<file path="src/rtl/cmd_port_engine.sv">
module cmd_port_engine #(
  parameter int         LEN_W    = 8,
  parameter logic [7:0] OP_NOOP  = 8'h00,
  parameter logic [7:0] OP_EXIT  = 8'h04,
  parameter logic [7:0] CODE_MAX = 8'h7F,
  parameter logic [7:0] FILL     = 8'hFF
) (
  input  logic       clk,
  input  logic       rst_n,
  input  logic       wr_en,
  input  logic       rd_en,
  input  logic       sel,
  input  logic [7:0] wdata,
  input  logic       exit_en,
  output logic [7:0] rdata,
  output logic       exit_req,
  output logic [7:0] exit_code
);
  localparam int F_RD = 0;
  localparam int F_WR = 1;
  localparam logic [3:0] ST_IDLE = 4'b0100;
  localparam logic [3:0] ST_BAD  = 4'b1100;
  localparam logic [3:0] ST_WAIT = 4'b0010;

  logic [3:0]       st;
  logic             is_exit;
  logic [LEN_W-1:0] woff, wlen, roff, rlen;
  logic [7:0]       code_buf;

  wire cmd_wr  = wr_en && !sel;
  wire data_wr = wr_en && sel && st[F_WR];
  wire data_rd = rd_en && !wr_en && sel && st[F_RD];

  wire [LEN_W-1:0] woff_nx = woff + 1'b1;
  wire [LEN_W-1:0] roff_nx = roff + 1'b1;
  wire [7:0]       byte0   = (woff == '0) ? wdata : code_buf;
  wire [7:0]       clamped = (byte0 > CODE_MAX) ? CODE_MAX : byte0;

  assign rdata = sel ? FILL : {4'b0000, st};

  always_ff @(posedge clk or negedge rst_n) begin
    if (!rst_n) begin
      st        <= ST_IDLE;
      is_exit   <= 1'b0;
      woff      <= '0;
      wlen      <= '0;
      roff      <= '0;
      rlen      <= '0;
      code_buf  <= 8'h00;
      exit_req  <= 1'b0;
      exit_code <= 8'h00;
    end else begin
      exit_req <= 1'b0;
      if (cmd_wr) begin
        woff <= '0;
        roff <= '0;
        rlen <= '0;
        case (wdata)
          OP_NOOP: begin
            is_exit <= 1'b0;
            st      <= ST_IDLE;
            wlen    <= '0;
          end
          OP_EXIT: begin
            is_exit <= 1'b1;
            st      <= ST_WAIT;
            wlen    <= LEN_W'(1);
          end
          default: begin
            is_exit <= 1'b0;
            st      <= ST_BAD;
            wlen    <= '0;
          end
        endcase
      end else if (data_wr) begin
        if (woff == '0) code_buf <= wdata;
        woff <= woff_nx;
        if (woff_nx >= wlen) begin
          if (is_exit && exit_en) begin
            st[F_WR]  <= 1'b0;
            exit_req  <= 1'b1;
            exit_code <= clamped;
          end else begin
            st      <= ST_IDLE;
            is_exit <= 1'b0;
          end
        end
      end else if (data_rd) begin
        roff <= roff_nx;
        if (roff_nx >= rlen) begin
          st      <= ST_IDLE;
          is_exit <= 1'b0;
        end
      end
    end
  end
endmodule

</file>
<file path="config.mk">
export PLATFORM = sky130hd
export DESIGN_NAME = cmd_port_engine
export DESIGN_NICKNAME = d
export VERILOG_FILES = /design/src/rtl/cmd_port_engine.sv
export SDC_FILE = /design/constraint.sdc
export NUM_CORES = 1
export LEC_CHECK = 0
export CAP_MARGIN = 20
export CORE_MARGIN = 4
export CORE_UTILIZATION = 46
export CTS_CLUSTER_SIZE = 40
export DETAILED_ROUTE_END_ITERATION = 10
export PLACE_DENSITY_LB_ADDON = 0.12
export SLEW_MARGIN = 0
export SYNTH_ARGS = -nofsm -noshare
export SYNTH_HDL_FRONTEND = slang
export SYNTH_SLANG_ARGS = --single-unit
</file>
<file path="constraint.sdc">
create_clock -name clk -period 2.3 [get_ports clk]
set_input_delay 0.345 -clock clk [delete_from_list [all_inputs] [get_ports clk]]
set_output_delay 0.345 -clock clk [all_outputs]
set_load 0.02 [all_outputs]
</file>
# Word level (Yosys, flattened, before mapping)
# Cells that the tools add are included.
[word_totals]
in_bits = 14
output_inout_bits = 17
register_bits = 46
wordCells = 66
[op_classes]
n_eq_ne = 4
n_reduce_logical = 20
n_lt_le_gt_ge = 3
add_sub_neg = 2
muxes = 27
bitwise = 1
[op_table]
columns = ["operator", "count"]
rows = [
  ["$mux 8", 8],
  ["$mux 4", 5],
  ["$add 8x1->8 const B", 2],
  ["$logic_not 8->1", 2],
  ["$mux 1", 12],
  ["$eq 8x3->1 const B", 1],
  ["$ge 8x1->1 const B", 1],
  ["$ge 8x8->1", 1],
  ["$gt 8x7->1 const B", 1],
  ["$pmux 4 s2", 1],
  ["$reduce_and 4->1", 2],
  ["$logic_and 1x1->1", 7],
  ["$reduce_bool 3->1", 2],
  ["$reduce_and 2->1", 2],
  ["$reduce_bool 2->1", 2],
  ["$ne 3x2->1 const B", 1],
  ["$ne 3x3->1 const B", 1],
  ["$reduce_and 3->1", 1],
  ["$logic_not 1->1", 2],
  ["$mux 2", 1],
  ["$ne 2x2->1 const B", 1],
  ["$not 1->1", 1],
]

# Logic depth before layout (Yosys ltp)
# Gate-level depths: netlist (run 1).
[logic_depth]
depth_word = 7
ltp_mapped = 7
mapped_depth_nobuf = 7

# Least setup slack after synthesis (run 1)
# OpenSTA, ideal clock, no wires.
[synth_path]
path_type = "reg2reg"
start = "register woff[0]"
end = "register exit_code[0]"
path_stages_with_launch = 7
n_path_buf = 0
synth_period_minus_slack_ns = 2.104
setup_time_ns = 0.135
t_arrival_ns = 1.969
setup_slack_ns = 0.196
required_ns = 2.165
path_cell_list = "dfrtp_1 ha_1 or4b_1 a211o_1 a22oi_4 nor3_4 a2bb2oi_1"
[synth_between]
elab_chain_len = 4
word_cells_on_any_way = 7
classes_between = "add/sub: 1; order compare: 2; mux: 2; reduce/logical: 2"
[synth_rtl]
columns = ["element", "line_no", "source"]
rows = [
  ["from (decl)", "27", "logic [LEN_W-1:0] woff, wlen, roff, rlen;"],
  ["from (signal assigned)", "77", "woff <= woff_nx;"],
  ["parallel branches: the longest is 4 deep, another holds $add 8x1->8", "--", ""],
  ["to (signal assigned)", "82", "exit_code <= clamped;"],
  ["to (decl)", "17", "output logic [7:0] exit_code"],
]
# Several ways; the timed one is not identified.
# A chain may end at the register's enable or synchronous reset.

# Worst setup path after layout (run 1)
[layout_path]
start = "register woff[0]"
end = "register exit_code[6]"
# The elaborated chain is that of the path after synthesis.

==> results of run 1 <==
## cells by family after synthesis
| logic type | count (synthesis) |
|---|---|
| compound gates | 31 |
| mux | 16 |
| fa+ha+maj | 3 |
| flops | 30 |
| xor+xnor | 2 |
| buf+inv | 12 |
| simple gates | 51 |
## power breakdown
part           leakage (nW)  switching (mW)  total, mW  internal [mW]
sequential            0.411         0.00421      0.539          0.534
clock                0.0353           0.185      0.333          0.148
combinational         0.430          0.0435     0.0875         0.0440
## layout make-up
cell class	count	share of cell area
multi-input cells	104	0.3840
flip-flops and latches	30	0.3734
repair buffers	37	0.1799
clock buffers	7	0.02730
well taps	44	0.02730
inverters	3	0.005583
clock inverters	1	0.002481
## routing by layer
metal | share of wire | up-vias | global-route usage
met5 | 0 | - | 0
met4 | 0.011 | 0 | 0.07107
met3 | 0.053 | 4 | 0.06745
met2 | 0.46 | 41 | 0.2751
met1 | 0.48 | 589 | 0.2323
li1 | - | 604 | -
## cell usage in the layout, fill, tap and decap left out, drive strengths merged, types with 2 or more instances in the layout
cell / Yosys / routed
mux2: 9 / 9
or2: 3 / 3
clkdlybuf4s50: 0 / 29
nand3: 7 / 7
ha: 3 / 3
a2bb2oi: 7 / 7
and3: 2 / 2
o21ai: 13 / 13
nand4: 2 / 2
nor2: 6 / 6
clkbuf: 2 / 7
nor3: 2 / 3
nand2: 18 / 18
dfrtp: 29 / 29
buf: 7 / 8
inv: 3 / 3
a21oi: 2 / 2
mux2i: 7 / 7
nor4: 3 / 3
nor2b: 2 / 2
## timing repair
| action | in CTS | in global routing |
|---|---|---|
| setup buffers | 0 | 1 |
| resized for setup | 0 | 3 |
| endpoints found under the setup margin | 0 | 9 |
## stage by stage
step	area [um2]	hold WS, ns	setup slack [ns]	power, mW	util
final	2017	0.3960	0.1544	0.9588	0.6397
after global routing	2017	0.4127	0.03415	1.013	0.6397
after CTS	1974	0.4051	0.05589	0.9671	0.6262
after detailed placement	1914	0.4757	0.08045	0.6370	0.6071
after global placement	1914	0.4773	0.1114	0.6348	0.6071
after floorplan	1572	0.04941	0.1959	0.5837	-
## registers in the layout, summed over array words and instances, names as in the netlist
signal     flops
st             3
exit_req       1
woff           8
is_exit        1
wlen           1
code_buf       8
exit_code      8
## critical path, stage by stage (launching register included)
cell and delay (ns):
sky130_fd_sc_hd__dfrtp_2 0.45, sky130_fd_sc_hd__ha_1 0.23, sky130_fd_sc_hd__or4b_1 0.52, sky130_fd_sc_hd__a211o_1 0.30, sky130_fd_sc_hd__a22oi_4 0.15, sky130_fd_sc_hd__buf_12 0.15
sky130_fd_sc_hd__nor3_2 0.08, sky130_fd_sc_hd__a2bb2oi_1 0.15
## worst max path at each step
stage             start      endpoint  slack, ns  depth (start not counted)
3_3_place_gp   wdata[7]         st[2]       0.11                          6
5_1_grt         woff[2]  exit_code[0]       0.03                          6
2_1_floorplan   woff[0]  exit_code[0]       0.20                          6
6_report        woff[0]  exit_code[6]       0.15                          7
3_5_place_dp    woff[0]  exit_code[5]       0.08                          6
4_1_cts         woff[0]  exit_code[4]       0.06                          6
==> metrics.log, run 1 <==
INFO  metric critPathMaxFanout = 7
INFO  metric globalRoute.totalOverflow = 0
INFO  metric worst-endpoint-required = 2.51 ns
INFO  metric crit_type = reg -> reg
INFO  metric max-clock-path-buffers = 2
INFO  metric leakagePower = 0.8761 nW
INFO  metric detail_route.wirelength = 3.549 mm
INFO  metric hpwl = 2.499 mm
INFO  metric timing.reg2reg.worst_path_depth = 7
INFO  metric final-seq-area = 753.2 um2
INFO  metric ffs_w_async_s_r_synth = 1.000
INFO  metric antenna_found_initial = 0
INFO  metric syn-num-nets = 162
INFO  metric cp_data_arrival_time = about 2.4 ns
INFO  metric layout_min_cycle_time = 2.146 ns
INFO  metric post_synth_main_area_contributors = sky130_fd_sc_hd__dfrtp_1, sky130_fd_sc_hd__mux2_2, sky130_fd_sc_hd__mux2i_1
INFO  metric cts_hold_buffers = 0
INFO  metric clock-sinks = 30
INFO  metric groute.usage.overall = 0.1810
INFO  metric worstReg2RegEnd = exit_code[6]
INFO  metric netlist.top_cell.by_area = sky130_fd_sc_hd__dfrtp_1
INFO  metric die_area = ~4400 um2
INFO  metric synth_sequential_area_ratio = 0.4785
INFO  metric synth_seq_cells = 30
INFO  metric max_cap_viol_count = 0
INFO  metric final.setup_skew = 0.01119 ns
INFO  metric drive_above_1_share = 0.2088
INFO  metric drt.antenna.violating_nets = 0
INFO  metric setup_repair_after_global_routing_missed_its_margin = no
INFO  metric post_synthesis_compound_gate_area_fraction = 0.1409
INFO  metric fill_cells = 271
INFO  metric detail_route.drc_violations = 0
INFO  metric synthTopCellsByCount = sky130_fd_sc_hd__dfrtp_1, sky130_fd_sc_hd__nand2_1, sky130_fd_sc_hd__o21ai_0
INFO  metric die_h = between 60 and 70 um
INFO  metric antenna_cells = 0
INFO  metric clk_transition_reported_paths = 0.10 ns
INFO  metric post_synth_num_cell_types = 42
INFO  metric synth_top_family_by_area = simple AND/OR/NAND/NOR gates
INFO  metric route.vias.total = about 1200
INFO  metric end_kind = flop
INFO  metric synth_fa_ha_area_frac = 0.02389
INFO  metric clock.fmax = 466.1 MHz
INFO  metric final.setup.tns = 0 ns
INFO  metric floorplan.core_area = 3153 um2
INFO  metric portBuffers = 29
INFO  metric final_hold_viol_count = 0
INFO  metric ys_warn_count = 0
INFO  metric post-synth-top-count-cell = sky130_fd_sc_hd__dfrtp_1
INFO  metric tritoncts_clock_tree = yes
INFO  metric gp_congestion = between 0.8 and 0.9
INFO  metric start_util = 0.4984
INFO  metric grt_max_degree = 31
INFO  metric period_share = 0.9329
INFO  metric min_path_type = in -> async
INFO  metric timing.final.max_slew_violations = 0
INFO  metric cts-root-buf = sky130_fd_sc_hd__clkbuf_4
INFO  metric initialDrtViolationCount = 54
INFO  metric clk-insertion-delay-late = 0.33 ns
INFO  metric finalSetupViolations = 0
INFO  metric first_global_vias = 1267
INFO  metric start_kind = flop
INFO  metric synth_flop_cell = sky130_fd_sc_hd__dfrtp_1
INFO  metric relSlewSlack = 0.6547
INFO  metric synthesis.area_per_instance = approximately 11 um2
INFO  metric synth_top_cell_area_share = 0.4618
INFO  metric syn_to_final_growth = 28.34%
INFO  metric power-per-cell-area = 475.4 nW/um2
INFO  metric peakVddDrop = 0.0003624 V
INFO  metric std_cell_rows = 20
INFO  metric ff2ff_setup_slack = 0.15 ns
INFO  metric status = finished clean
INFO  metric multiInputGateArea = a little under 800 um2
INFO  metric cts_buffer_count = 5
INFO  metric synth.cell_area = about 1600 um2
INFO  metric design.final.nets = approximately 200
INFO  metric post_synth_and_or_nand_nor_area_fraction = 0.1943
INFO  metric final_cell_count_no_fill = 226
INFO  metric io-pin-count = 31
INFO  metric regToRegStartpoint = woff[0]
INFO  metric placed_cells = 216
INFO  metric postSynthCellCount = 145
INFO  metric wire_per_inst = 15.70 um
INFO  metric wire_length_of_the_first_global_routing_pass = 5.913 mm
INFO  metric synth_xor_xnor_area_share = 0.01115
INFO  metric worstMarginPinSlew = 0.5141 ns
INFO  metric synth-edff-count = 0
INFO  metric vias_per_cell = 5.478
INFO  metric share_of_cell_area_taken_by_muxes_after_synthesis = 0.1091
INFO  metric dr.pass1.iters = 4
INFO  metric floorplan.die.width = roughly 66 um
INFO  metric h_tree_lvls = 2
Note: power is estimated with default switching activity, not from simulation.
==> inputs of run 2 (changes only) <==
Settings changed: CORE_MARGIN 4 to default.
==> run 2 against run 1 <==
Effect of this change:
- wire length fell by 8.4%
- critical path type unchanged
- cell area is 0.87% lower
- largest power group unchanged
- highest routed layer unchanged
- first-iteration DRC count decreased by 37%
- worst hold slack improved by 0.0072 ns
- via count down 0.16%
- final cell count is 0.88% lower
- sequential power hardly changed
==> metrics.log, run 2 (synthesized netlist as in run 1, its figures left out) <==
INFO  metric status = finished clean (unchanged)
INFO  metric syn_to_final_growth = 27.23% (was 28.34%)
INFO  metric h_tree_lvls = 2 (unchanged)
INFO  metric cts_hold_buffers = 0 (unchanged)
INFO  metric globalRoute.totalOverflow = 0 (unchanged)
INFO  metric placed_cells = 216 (unchanged)
INFO  metric antenna_cells = 0 (unchanged)
INFO  metric groute.usage.overall = 0.2139 (was 0.1810)
INFO  metric timing.final.ws_setup = 0.1123 ns (was 0.1544 ns)
INFO  metric leakagePower = 0.8743 nW (was 0.8761 nW)
INFO  metric tritoncts_clock_tree = yes (unchanged)
INFO  metric gp_congestion = 0.9372 (was 0.8004)
INFO  metric std_cell_rows = 20 (unchanged)
INFO  metric hpwl = 2.306 mm (was 2.499 mm)
INFO  metric layout_min_cycle_time = 2.188 ns (was 2.146 ns)
INFO  metric cp_data_arrival_time = 2.37 ns (was 2.35 ns)
INFO  metric place_worst_setup_slack = 0.1203 ns (was 0.08045 ns)
INFO  metric placed_area = 1914 um2 (unchanged)
INFO  metric cts_buffer_count = 5 (unchanged)
INFO  metric regToRegStartpoint = woff[0] (unchanged)
INFO  metric ff2ff_setup_slack = 0.11 ns (was 0.15 ns)
INFO  metric fin_area = 1999 um2 (was 2017 um2)
INFO  metric final_hold_viol_count = 0 (unchanged)
INFO  metric worstMarginPinSlew = 0.4920 ns (was 0.5141 ns)
INFO  metric clock-sinks = 30 (unchanged)
INFO  metric end_kind = flop (unchanged)
INFO  metric first_global_vias = 1237 (was 1267)
INFO  metric start_util = 0.4984 (unchanged)
INFO  metric final_util = 0.6341 (was 0.6397)
INFO  metric min_path_type = in -> async (unchanged)
INFO  metric drive_above_1_share = 0.2000 (was 0.2088)
INFO  metric post_cts.repair.setup_buffers = 0 (unchanged)
INFO  metric peakVddDrop = 0.0002958 V (was 0.0003624 V)
INFO  metric setup_repair_after_global_routing_missed_its_margin = no (unchanged)
INFO  metric crit_type = reg -> reg (unchanged)
INFO  metric initialDrtViolationCount = 34 (was 54)
INFO  metric final_cell_count_no_fill = 224 (was 226)
INFO  metric detail_route.drc_violations = 0 (unchanged)
INFO  metric floorplan.core_area = 3153 um2 (unchanged)
INFO  metric relSlewSlack = 0.6695 (was 0.6547)
INFO  metric design_power_total = 1.012 mW (was 0.9588 mW)
INFO  metric finalSetupViolations = 0 (unchanged)
INFO  metric drt.antenna.violating_nets = 0 (unchanged)
INFO  metric floorplan.die.width = 60.45 um (was 66.45 um)
INFO  metric top_regs = code_buf (8), exit_code (8), woff (8) (unchanged)
INFO  metric grt_max_degree = 31 (unchanged)
INFO  metric final.setup_skew = 0.01093 ns (was 0.01119 ns)
INFO  metric worst_hold_slack = 0.4033 ns (was 0.3960 ns)
INFO  metric clk-insertion-delay-late = 0.33 ns (about the same)
INFO  metric detail_route.wirelength = 3.251 mm (was 3.549 mm)
INFO  metric power-per-cell-area = 506.3 nW/um2 (was 475.4 nW/um2)
INFO  metric die_h = 60.45 um (was 66.45 um)
INFO  metric portBuffers = 29 (unchanged)
INFO  metric antenna_found_initial = 0 (unchanged)
INFO  metric timing.reg2reg.worst_path_depth = 6 (was 7)
INFO  metric layout.cells.most_common = sky130_fd_sc_hd__clkdlybuf4s50_1 (unchanged)
INFO  metric design.final.nets = 196 (was 198)
INFO  metric layout.cells.most_common_list = sky130_fd_sc_hd__clkdlybuf4s50_1, sky130_fd_sc_hd__dfrtp_1, sky130_fd_sc_hd__nand2_1 (unchanged)
INFO  metric critPathMaxFanout = 9 (was 7)
INFO  metric timing.final.max_slew_violations = 0 (unchanged)
INFO  metric clk_transition_reported_paths = 0.09 ns (was 0.10 ns)
INFO  metric dr.pass1.iters = 4 (unchanged)
INFO  metric io-pin-count = 31 (unchanged)
INFO  metric fill_cells = 264 (was 271)
INFO  metric period_share = 0.9512 (was 0.9329)
INFO  metric worstReg2RegEnd = exit_code[0] (was exit_code[6])
INFO  metric start_kind = flop (unchanged)
INFO  metric worst-endpoint-required = 2.49 ns (was 2.51 ns)
INFO  metric max_cap_viol_count = 0 (unchanged)
INFO  metric cts-root-buf = sky130_fd_sc_hd__clkbuf_4 (unchanged)
INFO  metric clock.fmax = 457.1 MHz (was 466.1 MHz)
INFO  metric max-clock-path-buffers = 2 (unchanged)
INFO  metric wire_length_of_the_first_global_routing_pass = 5.637 mm (was 5.913 mm)
INFO  metric wire_per_inst = 14.51 um (was 15.70 um)
INFO  metric route.vias.total = 1236 (was 1238)
INFO  metric final.setup.tns = 0 ns (unchanged)
INFO  metric vias_per_cell = 5.518 (was 5.478)
INFO  metric die_area = 3654 um2 (was 4416 um2)
INFO  metric cts-resized-gates = 0 (unchanged)
-- run 2: cell types whose count changed in the layout (fill, tap and decap cells not counted), sizes merged --
cell and delta:
buf -1, clkbuf +1, clkinv -1, nor3 -1
-- run 2: per-layer routing --
layer	GRT usage	wire, um
met5	0	0
met4	0.09740	34
met3	0.06610	223
met2	0.3077	1425
met1	0.2964	1568
-- run 2: power breakdown --
group | switching [mW] | internal [mW] | leakage, nW
registers | 0.00398 | 0.534 | 0.411
clock network | 0.178 | 0.209 | 0.0446
logic | 0.0430 | 0.0441 | 0.419
total | 0.225 | 0.787 | 0.874
-- run 2: final cells by class --
type,instances,area [um2],share of cell area
timing repair buffer,36,342.8,0.1715
tap,44,55.05,0.02753
inverter,3,11.26,0.005632
sequential,30,753.2,0.3767
clock buffer,8,78.83,0.03942
multi-input combinational,103,758.2,0.3792
-- run 2: how the worst max path moves through the flow --
stage	from	to	slack, ns	depth (start not counted)
after floorplan	woff[0]	exit_code[0]	0.20	6
after global placement	wdata[7]	st[2]	0.11	6
after detailed placement	woff[0]	exit_code[1]	0.12	6
after CTS	woff[0]	exit_code[1]	0.1	6
after global routing	woff[0]	exit_code[2]	0.01	6
final	woff[0]	exit_code[0]	0.11	6
-- run 2: critical path: stages (launching register included) --
cell and delay (ns):
sky130_fd_sc_hd__dfrtp_2 0.45, sky130_fd_sc_hd__ha_1 0.22, sky130_fd_sc_hd__or4b_1 0.50, sky130_fd_sc_hd__a211o_1 0.30, sky130_fd_sc_hd__a22oi_4 0.29, sky130_fd_sc_hd__nor3_4 0.14
sky130_fd_sc_hd__a2bb2oi_1 0.15
